## src/rtl/spi_cmd_pkg.sv

```systemverilog
package spi_cmd_pkg;
    localparam int XLEN   = 32;
    localparam int ADDR_W = 12;

    localparam logic [ADDR_W-1:0] OFS_CMD   = 12'h000;
    localparam logic [ADDR_W-1:0] OFS_XSTAT = 12'h010;
    localparam logic [ADDR_W-1:0] OFS_QSTAT = 12'h014;
    localparam logic [ADDR_W-1:0] OFS_TXQ   = 12'h108;
    localparam logic [ADDR_W-1:0] OFS_RXQ   = 12'h188;

    localparam int B_GO     = 31;
    localparam int B_CPOL   = 29;
    localparam int B_CPHA   = 28;
    localparam int B_SEL_LO = 26;
    localparam int B_SWCS   = 21;
    localparam int B_SWLVL  = 20;
    localparam int B_RXEN   = 12;
    localparam int B_TXEN   = 11;
    localparam int B_RDY    = 30;

    localparam logic [XLEN-1:0] CMD_MASK  = 32'h7C30_181F;
    localparam logic [XLEN-1:0] CMD_RESET = 32'h0010_0000;

    typedef enum logic [1:0] {
        ENG_IDLE = 2'd0,
        ENG_RUN  = 2'd1,
        ENG_DONE = 2'd2
    } eng_state_e;
endpackage

```

## src/rtl/spi_word_fifo.sv

```systemverilog
module spi_word_fifo #(
    parameter int WIDTH = 32,
    parameter int DEPTH = 4
) (
    input  logic             clk,
    input  logic             rst_n,
    input  logic             push_i,
    input  logic [WIDTH-1:0] data_i,
    input  logic             pop_i,
    output logic [WIDTH-1:0] head_o,
    output logic             full_o,
    output logic             empty_o
);
    localparam int PTR_W = (DEPTH > 1) ? $clog2(DEPTH) : 1;
    localparam int CNT_W = PTR_W + 1;

    typedef struct packed {
        logic [PTR_W-1:0] wr;
        logic [PTR_W-1:0] rd;
        logic [CNT_W-1:0] cnt;
    } fifo_st_t;

    fifo_st_t s_d, s_q;
    logic [WIDTH-1:0] mem_q [DEPTH];
    logic do_push, do_pop;

    assign full_o  = (s_q.cnt == CNT_W'(DEPTH));
    assign empty_o = (s_q.cnt == '0);
    assign do_push = push_i && !full_o;
    assign do_pop  = pop_i && !empty_o;
    assign head_o  = mem_q[s_q.rd];

    always_comb begin
        s_d = s_q;
        if (do_push) begin
            s_d.wr = (s_q.wr == PTR_W'(DEPTH - 1)) ? '0 : s_q.wr + 1'b1;
        end
        if (do_pop) begin
            s_d.rd = (s_q.rd == PTR_W'(DEPTH - 1)) ? '0 : s_q.rd + 1'b1;
        end
        case ({do_push, do_pop})
            2'b10:   s_d.cnt = s_q.cnt + 1'b1;
            2'b01:   s_d.cnt = s_q.cnt - 1'b1;
            default: s_d.cnt = s_q.cnt;
        endcase
    end

    always_ff @(posedge clk or negedge rst_n) begin
        if (!rst_n) begin
            s_q <= '0;
        end else begin
            s_q <= s_d;
        end
    end

    always_ff @(posedge clk) begin
        if (do_push) begin
            mem_q[s_q.wr] <= data_i;
        end
    end
endmodule

```

## src/rtl/spi_shift_engine.sv

```systemverilog
module spi_shift_engine
    import spi_cmd_pkg::*;
#(
    parameter int CLK_DIV = 1
) (
    input  logic            clk,
    input  logic            rst_n,
    input  logic            start_i,
    input  logic [XLEN-1:0] word_i,
    input  logic [4:0]      len_m1_i,
    input  logic            cpol_i,
    input  logic            cpha_i,
    input  logic            miso_i,
    output logic            busy_o,
    output logic            done_o,
    output logic [XLEN-1:0] rx_word_o,
    output logic            sck_o,
    output logic            mosi_o
);
    localparam int CNT_W  = $clog2(CLK_DIV + 2);
    localparam int EDGE_W = 6;

    typedef struct packed {
        eng_state_e        state;
        logic [CNT_W-1:0]  cnt;
        logic [EDGE_W-1:0] edge_idx;
        logic [XLEN-1:0]   sh;
        logic [XLEN-1:0]   rx;
        logic [4:0]        len_m1;
        logic              cpha;
        logic              sck;
    } eng_st_t;

    eng_st_t s_d, s_q;
    logic leading, sample_now;

    always_comb begin
        s_d        = s_q;
        done_o     = 1'b0;
        leading    = (s_q.edge_idx[0] == 1'b0);
        sample_now = leading ^ s_q.cpha;
        case (s_q.state)
            ENG_IDLE: begin
                s_d.sck = cpol_i;
                if (start_i) begin
                    s_d.sh       = word_i << (5'd31 - len_m1_i);
                    s_d.rx       = '0;
                    s_d.cnt      = '0;
                    s_d.edge_idx = '0;
                    s_d.len_m1   = len_m1_i;
                    s_d.cpha     = cpha_i;
                    s_d.state    = ENG_RUN;
                end
            end
            ENG_RUN: begin
                if (s_q.cnt == CNT_W'(CLK_DIV)) begin
                    s_d.cnt = '0;
                    s_d.sck = ~s_q.sck;
                    if (sample_now) begin
                        s_d.rx = {s_q.rx[XLEN-2:0], miso_i};
                    end else if (s_q.edge_idx != '0) begin
                        s_d.sh = {s_q.sh[XLEN-2:0], 1'b0};
                    end
                    if (s_q.edge_idx == {s_q.len_m1, 1'b1}) begin
                        s_d.state = ENG_DONE;
                    end else begin
                        s_d.edge_idx = s_q.edge_idx + 1'b1;
                    end
                end else begin
                    s_d.cnt = s_q.cnt + 1'b1;
                end
            end
            ENG_DONE: begin
                done_o    = 1'b1;
                s_d.sck   = cpol_i;
                s_d.state = ENG_IDLE;
            end
            default: s_d.state = ENG_IDLE;
        endcase
    end

    always_ff @(posedge clk or negedge rst_n) begin
        if (!rst_n) begin
            s_q       <= '0;
            s_q.state <= ENG_IDLE;
        end else begin
            s_q <= s_d;
        end
    end

    assign busy_o    = (s_q.state != ENG_IDLE);
    assign rx_word_o = s_q.rx;
    assign sck_o     = s_q.sck;
    assign mosi_o    = s_q.sh[XLEN-1];
endmodule

```

## src/rtl/spi_cmd_master.sv

```systemverilog
module spi_cmd_master
    import spi_cmd_pkg::*;
#(
    parameter int NUM_CS     = 4,
    parameter int FIFO_DEPTH = 4,
    parameter int CLK_DIV    = 1
) (
    input  logic              clk,
    input  logic              rst_n,
    input  logic [ADDR_W-1:0] reg_addr,
    input  logic              reg_wr,
    input  logic              reg_rd,
    input  logic [XLEN-1:0]   reg_wdata,
    output logic [XLEN-1:0]   reg_rdata,
    output logic              spi_sck,
    output logic              spi_mosi,
    input  logic              spi_miso,
    output logic [NUM_CS-1:0] spi_cs_n
);
    typedef struct packed {
        logic [XLEN-1:0] cmd;
        logic            go;
        logic            ready;
        logic            tx_unr;
        logic            tx_ovf;
        logic            rx_unr;
        logic            rx_ovf;
    } regs_t;

    regs_t r_d, r_q;

    logic wr_cmd, wr_xstat, wr_qstat, wr_tx, rd_rx;
    logic tx_full, tx_empty, rx_full, rx_empty;
    logic [XLEN-1:0] tx_head, rx_head, eng_rx;
    logic eng_busy, eng_done, eng_start;
    logic cpol, cpha, rx_en, tx_en, sw_cs, sw_lvl;
    logic [1:0] cs_sel;
    logic err_any;
    logic go_w, ready_w, tx_ovf_w, rx_unr_w;

    assign wr_cmd   = reg_wr && (reg_addr == OFS_CMD);
    assign wr_xstat = reg_wr && (reg_addr == OFS_XSTAT);
    assign wr_qstat = reg_wr && (reg_addr == OFS_QSTAT);
    assign wr_tx    = reg_wr && (reg_addr == OFS_TXQ);
    assign rd_rx    = reg_rd && (reg_addr == OFS_RXQ);

    assign cpol   = r_q.cmd[B_CPOL];
    assign cpha   = r_q.cmd[B_CPHA];
    assign rx_en  = r_q.cmd[B_RXEN];
    assign tx_en  = r_q.cmd[B_TXEN];
    assign sw_cs  = r_q.cmd[B_SWCS];
    assign sw_lvl = r_q.cmd[B_SWLVL];
    assign cs_sel = r_q.cmd[B_SEL_LO+1:B_SEL_LO];

    assign eng_start = r_q.go && !eng_busy;
    assign err_any   = r_q.tx_unr | r_q.tx_ovf | r_q.rx_unr | r_q.rx_ovf;

    assign go_w     = r_q.go;
    assign ready_w  = r_q.ready;
    assign tx_ovf_w = r_q.tx_ovf;
    assign rx_unr_w = r_q.rx_unr;

    spi_word_fifo #(.WIDTH(XLEN), .DEPTH(FIFO_DEPTH)) u_txq (
        .clk    (clk),
        .rst_n  (rst_n),
        .push_i (wr_tx),
        .data_i (reg_wdata),
        .pop_i  (eng_start && tx_en),
        .head_o (tx_head),
        .full_o (tx_full),
        .empty_o(tx_empty)
    );

    spi_word_fifo #(.WIDTH(XLEN), .DEPTH(FIFO_DEPTH)) u_rxq (
        .clk    (clk),
        .rst_n  (rst_n),
        .push_i (eng_done && rx_en),
        .data_i (eng_rx),
        .pop_i  (rd_rx),
        .head_o (rx_head),
        .full_o (rx_full),
        .empty_o(rx_empty)
    );

    spi_shift_engine #(.CLK_DIV(CLK_DIV)) u_eng (
        .clk      (clk),
        .rst_n    (rst_n),
        .start_i  (eng_start),
        .word_i   ((tx_en && !tx_empty) ? tx_head : '0),
        .len_m1_i (r_q.cmd[4:0]),
        .cpol_i   (cpol),
        .cpha_i   (cpha),
        .miso_i   (spi_miso),
        .busy_o   (eng_busy),
        .done_o   (eng_done),
        .rx_word_o(eng_rx),
        .sck_o    (spi_sck),
        .mosi_o   (spi_mosi)
    );

    always_comb begin
        r_d = r_q;
        if (eng_start) begin
            r_d.go = 1'b0;
        end
        if (wr_cmd) begin
            r_d.cmd = reg_wdata & CMD_MASK;
            r_d.go  = reg_wdata[B_GO];
        end
        if (wr_xstat && reg_wdata[B_RDY]) begin
            r_d.ready = 1'b0;
        end
        if (wr_qstat) begin
            if (reg_wdata[4]) r_d.rx_unr = 1'b0;
            if (reg_wdata[5]) r_d.rx_ovf = 1'b0;
            if (reg_wdata[6]) r_d.tx_unr = 1'b0;
            if (reg_wdata[7]) r_d.tx_ovf = 1'b0;
        end
        if (eng_done) begin
            r_d.ready = 1'b1;
        end
        if (eng_start && tx_en && tx_empty) begin
            r_d.tx_unr = 1'b1;
        end
        if (wr_tx && tx_full) begin
            r_d.tx_ovf = 1'b1;
        end
        if (rd_rx && rx_empty) begin
            r_d.rx_unr = 1'b1;
        end
        if (eng_done && rx_en && rx_full) begin
            r_d.rx_ovf = 1'b1;
        end
    end

    always_ff @(posedge clk or negedge rst_n) begin
        if (!rst_n) begin
            r_q     <= '0;
            r_q.cmd <= CMD_RESET;
        end else begin
            r_q <= r_d;
        end
    end

    always_comb begin
        reg_rdata = '0;
        case (reg_addr)
            OFS_CMD:   reg_rdata = r_q.cmd | {r_q.go, {(XLEN-1){1'b0}}};
            OFS_XSTAT: reg_rdata[B_RDY] = r_q.ready;
            OFS_QSTAT: reg_rdata[8:0] = {err_any, r_q.tx_ovf, r_q.tx_unr,
                                         r_q.rx_ovf, r_q.rx_unr, tx_full,
                                         tx_empty, rx_full, rx_empty};
            OFS_RXQ:   reg_rdata = rx_empty ? '0 : rx_head;
            default:   reg_rdata = '0;
        endcase
    end

    for (genvar g = 0; g < NUM_CS; g++) begin : g_cs
        always_comb begin
            if (cs_sel != 2'(g)) begin
                spi_cs_n[g] = 1'b1;
            end else if (sw_cs) begin
                spi_cs_n[g] = sw_lvl;
            end else begin
                spi_cs_n[g] = !eng_busy;
            end
        end
    end
endmodule

```

## config.mk

```make
export PLATFORM = sky130hd
export DESIGN_NAME = spi_cmd_master
export DESIGN_NICKNAME = d
export VERILOG_FILES = /design/src/rtl/spi_cmd_pkg.sv /design/src/rtl/spi_word_fifo.sv /design/src/rtl/spi_shift_engine.sv /design/src/rtl/spi_cmd_master.sv
export SDC_FILE = /design/constraint.sdc
export NUM_CORES = 1
export LEC_CHECK = 0
export ABC_AREA = 1
export BUFFER_PORTS_ARGS = -buffer_cell sky130_fd_sc_hd__buf_2
export CORE_MARGIN = 1.5
export CORE_UTILIZATION = 35
export DETAILED_ROUTE_END_ITERATION = 16
export SYNTH_ARGS = -nofsm -noshare
export SYNTH_HDL_FRONTEND = slang
export SYNTH_SLANG_ARGS = --single-unit
```

## constraint.sdc

```tcl
create_clock -name clk -period 3.75 [get_ports clk]
set_input_delay 0.5625 -clock clk [delete_from_list [all_inputs] [get_ports clk]]
set_output_delay 0.5625 -clock clk [all_outputs]
set_load 0.005 [all_outputs]
```

Yosys cells after proc, flatten, opt, wreduce, memory -nomap -nowiden

Memory sizes are Yosys's and may differ from the RTL's.
Index checks and enable logic that the tools add are counted.

Word-level logic and storage cells: 174
Register bits after elaboration: 115
Bits of input ports: 49
Memories kept: 2
RAM bits: 256

Bitwise gates (word level): 7
Equal/unequal tests: 28
Reductions and logical operators: 56
Shift-type cells: 1
Multiplexer cells: 48
Add/sub/neg operators: 11

Memories:

| memory      | words | width | read ports | clocked after memory_dff | write ports | RTL line            | source |
|---|---|---|---|---|---|---|---|
| u_rxq.mem_q | 4     | 32    | 1          | 0                        | 1           | spi_word_fifo.sv:24 | `logic [WIDTH-1:0] mem_q [DEPTH];` |
| u_txq.mem_q | 4     | 32    | 1          | 0                        | 1           | spi_word_fifo.sv:24 |  |

Operator list:

| kind                                                  | number |
|---|---|
| two-way mux 32 bit                                    | 5 |
| case mux 72 bit (2 select lines)                      | 1 |
| two-way mux 80 bit                                    | 1 |
| two-way mux 70 bit                                    | 1 |
| case mux 21 bit (2 select lines)                      | 1 |
| OR 31 x 32 -> 32 bit                                  | 1 |
| nonzero test 2 bit                                    | 16 |
| << shifter 32 x 5 -> 32 bit                           | 1 |
| case mux 9 bit (3 select lines)                       | 1 |
| equality test 12 x 5 -> 1 bit, second input constant  | 2 |
| equality test 12 x 9 -> 1 bit, second input constant  | 2 |
| two-way mux 1 bit                                     | 23 |
| logical AND 1 bit                                     | 18 |
| equality test 2 bit, second input constant            | 7 |
| two-way mux 2 bit                                     | 7 |
| AND reduction 2 bit                                   | 7 |
| logical NOT 12 bit                                    | 1 |
| case mux 3 bit (2 select lines)                       | 2 |
| adder 2 x 1 -> 2 bit, second input constant           | 5 |
| inequality test 2 x 1 -> 1 bit, second input constant | 5 |
| inequality test 2 bit, second input constant          | 5 |
| equality test 2 x 1 -> 1 bit, second input constant   | 4 |
| AND reduction 4 bit                                   | 2 |
| adder 3 x 1 -> 3 bit, second input constant           | 2 |
| 20 further kinds                                      | 31 |

Depth between registers and ports, before layout

Gate-level depths: netlist (run 1).

Word-level depth: 7
Mapped depth: 17
Mapped depth without buffers: 15

Modules after synthesis

A second synthesis (run 1) with hierarchy kept.

Cell total of the unflattened synthesis: 1974
Area total of the unflattened synthesis: 18340.1 µm²

By module, submodules not included:

| module                | area an instance (µm²) | times used | cells each | seq. area each (µm²) |
|---|---|---|---|---|
| spi_word_fifo (u_txq) | 5496.5                 | 1          | 434        | 4018.9 |
| spi_word_fifo (u_rxq) | 5494.0                 | 1          | 434        | 4018.9 |
| spi_shift_engine      | 5434.0                 | 1          | 796        | 2026.9 |
| spi_cmd_master        | 1915.6                 | 1          | 310        | 501.7 |

Worst setup path after synthesis (run 1)

OpenSTA, ideal clock, no wires.

Path kind: input to register
Start: in reg_addr[6]
End: mem u_txq.mem_q[0][0] (enable)
Buffers on the path: 0
Cell stages on the path: 4
Arrival time: 2.740 ns
Path slack: 0.589 ns
Data required time: 3.329 ns
Cell sequence: or2_2 -> nor2_1 -> nand4_1 -> nor2_1

Cells in the longest elaborated chain, start to end: 5

Ends and longest elaborated chain:

| what                                    | RTL line             | source |
|---|---|---|
| start: declaration                      | spi_cmd_master.sv:10 | `input logic [ADDR_W-1:0] reg_addr,` |
| equality test 12 x 9 -> 1 bit           | spi_cmd_master.sv:44 | `assign wr_tx = reg_wr && (reg_addr == OFS_TXQ);` |
| logical AND 1 bit                       | spi_cmd_master.sv:44 |  |
| logical AND 1 bit                       | spi_word_fifo.sv:29  | `assign do_push = push_i && !full_o;` |
| two-way mux 1 bit                       | spi_word_fifo.sv:57  | `if (do_push) begin` |
| two-way mux 1 bit (not written as such) | spi_word_fifo.sv:58  | `mem_q[s_q.wr] <= data_i;` |
| end: declaration                        | spi_word_fifo.sv:24  |  |

Every way passes these cells.

Worst setup path after layout (run 1)

Start: reg u_rxq.s_q[0] (netlist name)
End: out reg_rdata[21]

Cells in the longest elaborated chain, start to end: 3

Ends and longest elaborated chain:

| what                             | RTL line              | source |
|---|---|---|
| start: declaration               | spi_word_fifo.sv:23   | `fifo_st_t s_d, s_q;` |
| start signal: assignment         | spi_word_fifo.sv:50   | `s_q <= '0;` |
| start signal: assignment         | spi_word_fifo.sv:52   | `s_q <= s_d;` |
| logical NOT 3 bit                | spi_word_fifo.sv:28   | `assign empty_o = (s_q.cnt == '0);` |
| two-way mux 32 bit               | spi_cmd_master.sv:153 | `OFS_RXQ: reg_rdata = rx_empty ? '0 : rx_head;` |
| case mux 21 bit (2 select lines) | spi_cmd_master.sv:147 | `case (reg_addr)` |
| end: declaration                 | spi_cmd_master.sv:14  | `output logic [XLEN-1:0] reg_rdata,` |

Every way passes these cells.

==> run metrics, run 1 <==
vias in the first global route 12620; area share of the largest cell type after synthesis 0.4445; Vias/cell 4.968; placed cell area 18360 µm²; Post-Synthesis Cells 1794; clock sink count 371; die height 225.3 µm; Initial Util 0.3541; Synth Area per Inst 9.641 µm²; Setup-failing EPs final 0; cts repair resizes 0; total chip power 0.009193 W; post-CTS setup buffers 0; largest net degree at the start of global routing 75; Core ar. 48850 µm²; top cells by area, synth edfxtp_1 44%, dfrtp_1 16%, nand2_1 8.9%; die width 225.3 µm; Hold Buf Count CTS 0; syn nets 1859; CP Max Fanout 21; area grow syn2layout 13.64%; Worst-Margin Slew 1107 ps; min Tclk post-route 3139 ps; mapped cell area 17300 µm²; pwr dens 467.7 nW/µm²; status complete, no violations; Root Buffer clkbuf_16; maximum VDD drop 0.4188 mV; CP startpoint kind flip-flop; Seq/Total Area, Yosys 0.6109; Hold Path Class input pin to async pin; post-route ant nets 0; share of layout cells above drive strength 1 0.1190; Synth Register Bits 371; DRT Pass-1 Iters 5; Site Rows 81; Final Hold Fails 0; library cells used by synthesis 50; initial drt markers 914; antenna violations before repair 2; Final Max Tran Viols 0; achievable frequency 0.3185 GHz; Critical R2R Launch u_eng.s_q[80]$_DFFE_PN0P_; Buffers on Ports 86; die area 50760 µm²; worst setup path class flip-flop to output pin; max cap viols 0; Clock Path Buffers 3; EDFF count, synth 256; worst setup path startpoint u_rxq.s_q[0]$_DFFE_PN0P_; setup_tns 0 ps; RSZ-0062 raised after global routing false; Ys Warns 0; Main synth FF type edfxtp_1; area leader, netlist edfxtp_1; Routed WL 44080 µm; Inserted Clock Buffers 41; vias 12700; I/O pin cnt 87; worst-skew pair later-pin latency 550 ps; gpl congestion 0.9164; Setup Skew 9.308 ps; Worst Setup End Kind output pin; CTS tree yes; htree depth 2; GR Overflow Total 0; Worst R2R Setup Slack 1100 ps; Async SR Flop Fraction 0.3100; Clock transition at path regs 60 ps; post-DP HPWL 29160 µm; P_leak 8.255 nW; CP arrival 2580 ps; DR DRC count 0; final instance area 19660 µm²; WL/cell 17.24 µm; first-pass GRT wire length 69880 µm; Final nets 1924; Tcrit/Tclk final 0.8372; gr usage total 0.1775; relative slew slack 0.2612; Worst Path Required 3190 ps
synthesized netlist by cell type, drive strengths merged (5+ instances only):
library cell / n
inv: 189
or2: 7
o31ai: 15
nor3: 5
o21ai: 104
nor4: 5
clkbuf: 29
edfxtp: 256
ha: 14
o221ai: 5
nor2: 152
buf: 63
xor2: 8
dfrtp: 114
o211ai: 7
a21oi: 98
nand2: 421
a32o: 5
o22ai: 10
nand3: 260
a221o: 7
sequential cells by signal, summed over array words and instances, names as in the netlist:
name             cells
u_eng.rx_word_o     32
u_txq.s_q            7
u_rxq.s_q            7
cpha                 1
go_w                 1
r_q                 12
u_txq.mem_q        128
u_eng.mosi_o         1
u_eng.sck_o          1
ready_w              1
cs_sel               2
cpol                 1
rx_unr_w             1
u_eng.s_q           47
u_rxq.mem_q        128
tx_ovf_w             1
placed cells by master, fill, tap and decap left out, types with 15 or more instances in the layout:
cell type    n
nand2_1    412
nand3_1    258
clkbuf_16   41
a21oi_1     98
inv_1      178
edfxtp_1   256
buf_2       85
nor2_1     136
o21ai_0     82
o21ai_1     20
o31ai_1     15
buf_4       27
dfrtp_1    112
cells by family after synthesis:
family	synth area share
flops	0.6109
xor+xnor	0.005571
simple gates	0.2136
mux	0.002604
buf+inv	0.07017
fa+ha+maj	0.01244
compound gates	0.08471
cell type report:
type / count / area, µm²
antenna: 1 / 2.502
clock buffer: 49 / 1056
clock inverter: 26 / 234.0
fill: 4779 / 29190
inverter: 191 / 719.4
multi-input combinational: 1140 / 5575
sequential: 371 / 10570
tap: 664 / 830.8
timing repair buffer: 114 / 668.1
per-stage QoR:
step                      setup slack (ps)  instances  hold slack (ps)    util
after floorplan                      589.1       1794            266.9       -
after global placement               766.9       2480            464.4  0.3759
after detailed placement             672.1       2480            474.2  0.3759
after CTS                            564.5       2555            29.93  0.4023
after global routing                 403.7       2556            63.15  0.4024
final                                610.7       2556            35.53  0.4024
report_power, final:
part | switching, W | internal [W]
Clock | 0.00160 | 0.00229
Sequential | 0.0000877 | 0.00451
Combinational | 0.000483 | 0.000224
Total | 0.00217 | 0.00702
layer usage:
metal	wire length, µm	GRT usage	share of wire
met1	18970	0.2234	0.43
met2	21630	0.3030	0.49
met5	0	0	0
met3	2092	0.03207	0.047
met4	1377	0.06863	0.031
critical path: stages (launching register included):
cell     delay (ps)
dfrtp_1         430
nor3_1          450
nor2_2           70
buf_4           200
inv_2           400
a221o_1         210
o21ai_1          90
buf_2           160
final timing paths:
check                      cells after the start                            to
setup reg to reg                               9      u_eng.mosi_o$_DFFE_PN0P_
max in group asynchronous                      2           r_q[26]$_DFFE_PN1P_
min in group clk                               1  u_txq.mem_q[2][24]$_DFFE_PP_
hold reg to reg                                2           ready_w$_DFFE_PN0P_
setup / recovery                               7                 reg_rdata[21]
hold / removal                                 1     u_eng.s_q[68]$_DFFE_PN0P_
(Power assumes the default switching activity.)
==> inputs of run 2 (changes only) <==
Clock period 3.75 ns to 2.53 ns, I/O delays scaled along.
==> run 2 against run 1 <==
Non-clock buffer count rose by 45. Clock skew rose by 7.6 ps. Worst hold slack barely moved. Critical path type unchanged. Critical endpoint is now reg_rdata[1]. Largest cell class unchanged.
==> run metrics, run 2 (same netlist as run 1, synthesis figures left out) <==
Vias/cell 5.004; area of the multi-input gates 5619 µm²; Final nets 1969; initial drt markers 1016; status complete, no violations; Setup-failing EPs final 0; P_leak 8.562 nW; vias in the first global route 12740; max cap viols 0; gr usage total 0.1853; placed cell area 18820 µm²; Final Max Tran Viols 0; Worst-Margin Slew 752.9 ps; most frequent cells in the layout 412 x nand2_1, 257 x nand3_1, 256 x edfxtp_1, 177 x inv_1, 136 x nor2_1; vias 13010; Tcrit/Tclk final 0.9676; Hold Path Class input pin to flip-flop; met2 wire len 21910 µm; maximum VDD drop 0.5260 mV; final-layout fill cell count 4751; Root Buffer clkbuf_16; DR DRC count 0; achievable frequency 0.4085 GHz; pwr dens 679.1 nW/µm²; Initial Util 0.3541; crit path max-delay cell type dfrtp_2; CP arrival 2070 ps; largest net degree at the start of global routing 51; relative slew slack 0.4981; CTS tree yes; sequential cell area 10570 µm²; clock sink count 371; Final Hold Fails 0; highest routed layer met5; Site Rows 81; worst setup path class flip-flop to output pin; Clock Path Buffers 3; Setup Skew 16.89 ps; met1 wire length 19860 µm; Worst path max stage delay 450 ps; commonest non-fill, non-tap cell in the layout nand2_1; biggest regs u_rxq.mem_q: 128 flops, u_txq.mem_q: 128 flops, u_eng.s_q: 47 flops; htree depth 2; post-route ant nets 0; Routed WL 45870 µm; Worst Path Required 2150 ps; area grow syn2layout 17.07%; PnR worst setup slack 81.85 ps; die area 50760 µm²; first-pass GRT wire length 72050 µm; Post-Place Worst Slack -34.83 ps; Antenna Cells 0; GR Overflow Total 0; share of layout cells above drive strength 1 0.1426; Finished Core Util 0.4145; CP startpoint kind flip-flop; die height 225.3 µm; DRT Pass-1 Iters 7; RSZ-0062 raised after global routing true; Clock transition at path regs 60 ps; Worst Setup End Kind output pin; crit path cell chain clkinvlp_4 -> buf_4 -> nor2_1 -> o22ai_2 -> nand2_1 -> o221ai_1 -> buf_2; Core ar. 48850 µm²; CP Max Fanout 5; worst-skew pair later-pin latency 560 ps; gpl congestion 0.9006; Met3 Wirelength 2484 µm; Inserted Clock Buffers 41; Buffers on Ports 86; antenna violations before repair 1; die width 225.3 µm; min Tclk post-route 2448 ps; final instance area 20250 µm²; I/O pin cnt 87; post-DP HPWL 31110 µm; WL/cell 17.64 µm
[run 2: final timing paths]
check / from / endpoint / slack (ps) / cells after the start
worst max-delay path: u_rxq.s_q[3]$_DFFE_PN0P_ / reg_rdata[1] / 80 / 7
worst min-delay path: reg_wdata[13] / u_txq.mem_q[0][13]$_DFFE_PP_ / 40 / 1
worst max register to register: u_txq.s_q[4]$_DFFE_PN0P_ / u_eng.mosi_o$_DFFE_PN0P_ / 280 / 10
worst min register to register: ready_w$_DFFE_PN0P_ / ready_w$_DFFE_PN0P_ / 480 / 2
max in group asynchronous: rst_n / r_q[26]$_DFFE_PN1P_ / 1310 / 3
min in group asynchronous: rst_n / r_q[8]$_DFFE_PN0P_ / 430 / 2
[run 2: repair_timing]
action,CTS,global route
setup buffers,1,1
gates resized for setup,3,9
gates cloned,1,0
hold endpoints to repair,42,0
hold buffers,1,0
endpoints found under the setup margin,31,26
[run 2: stage by stage]
| step | TNS [ps] | total power [W] | hold WS (ps) | std cells |
|---|---|---|---|---|
| after floorplan | -57330 | 0.007638 | 83.91 | 1794 |
| after global placement | 0 | 0.008000 | 461.2 | 2521 |
| after detailed placement | -34.83 | 0.008025 | 467.5 | 2521 |
| after CTS | 0 | 0.01386 | 1.869 | 2599 |
| after global routing | -15.01 | 0.01426 | 21.12 | 2600 |
| final | 0 | 0.01375 | 35.90 | 2600 |
[run 2: power by group]
part / switching, W / internal, W / total (W) / leakage (nW)
Sequential: 0.000124 / 0.00668 / 0.00680 / 3.92
Combinational: 0.000742 / 0.000369 / 0.00111 / 4.00
Clock: 0.00247 / 0.00337 / 0.00584 / 0.642
[run 2: routing by layer]
metal,up-vias,global-route usage
met1,6262,0.2414
met3,87,0.03077
met4,2,0.07880
met5,-,0
li1,6275,-
met2,385,0.3057
[run 2: area by class of cell]
class                           instances  area share
Clock buffer                           56     0.05599
Clock inverter                         19    0.008961
Inverter                              191     0.03584
Multi-Input combinational cell       1140      0.2775
Sequential cell                       371      0.5220
Tap cell                              664     0.04103
Timing Repair Buffer                  159     0.05865
[run 2: worst max-delay path, delay by kind of cell (launching register included)]
kind	cells	cell delay, ps
buffers and inverters	3	560
DFF	1	450
AOI/OAI and AO/OA	2	300
and+or+nand+nor	2	190
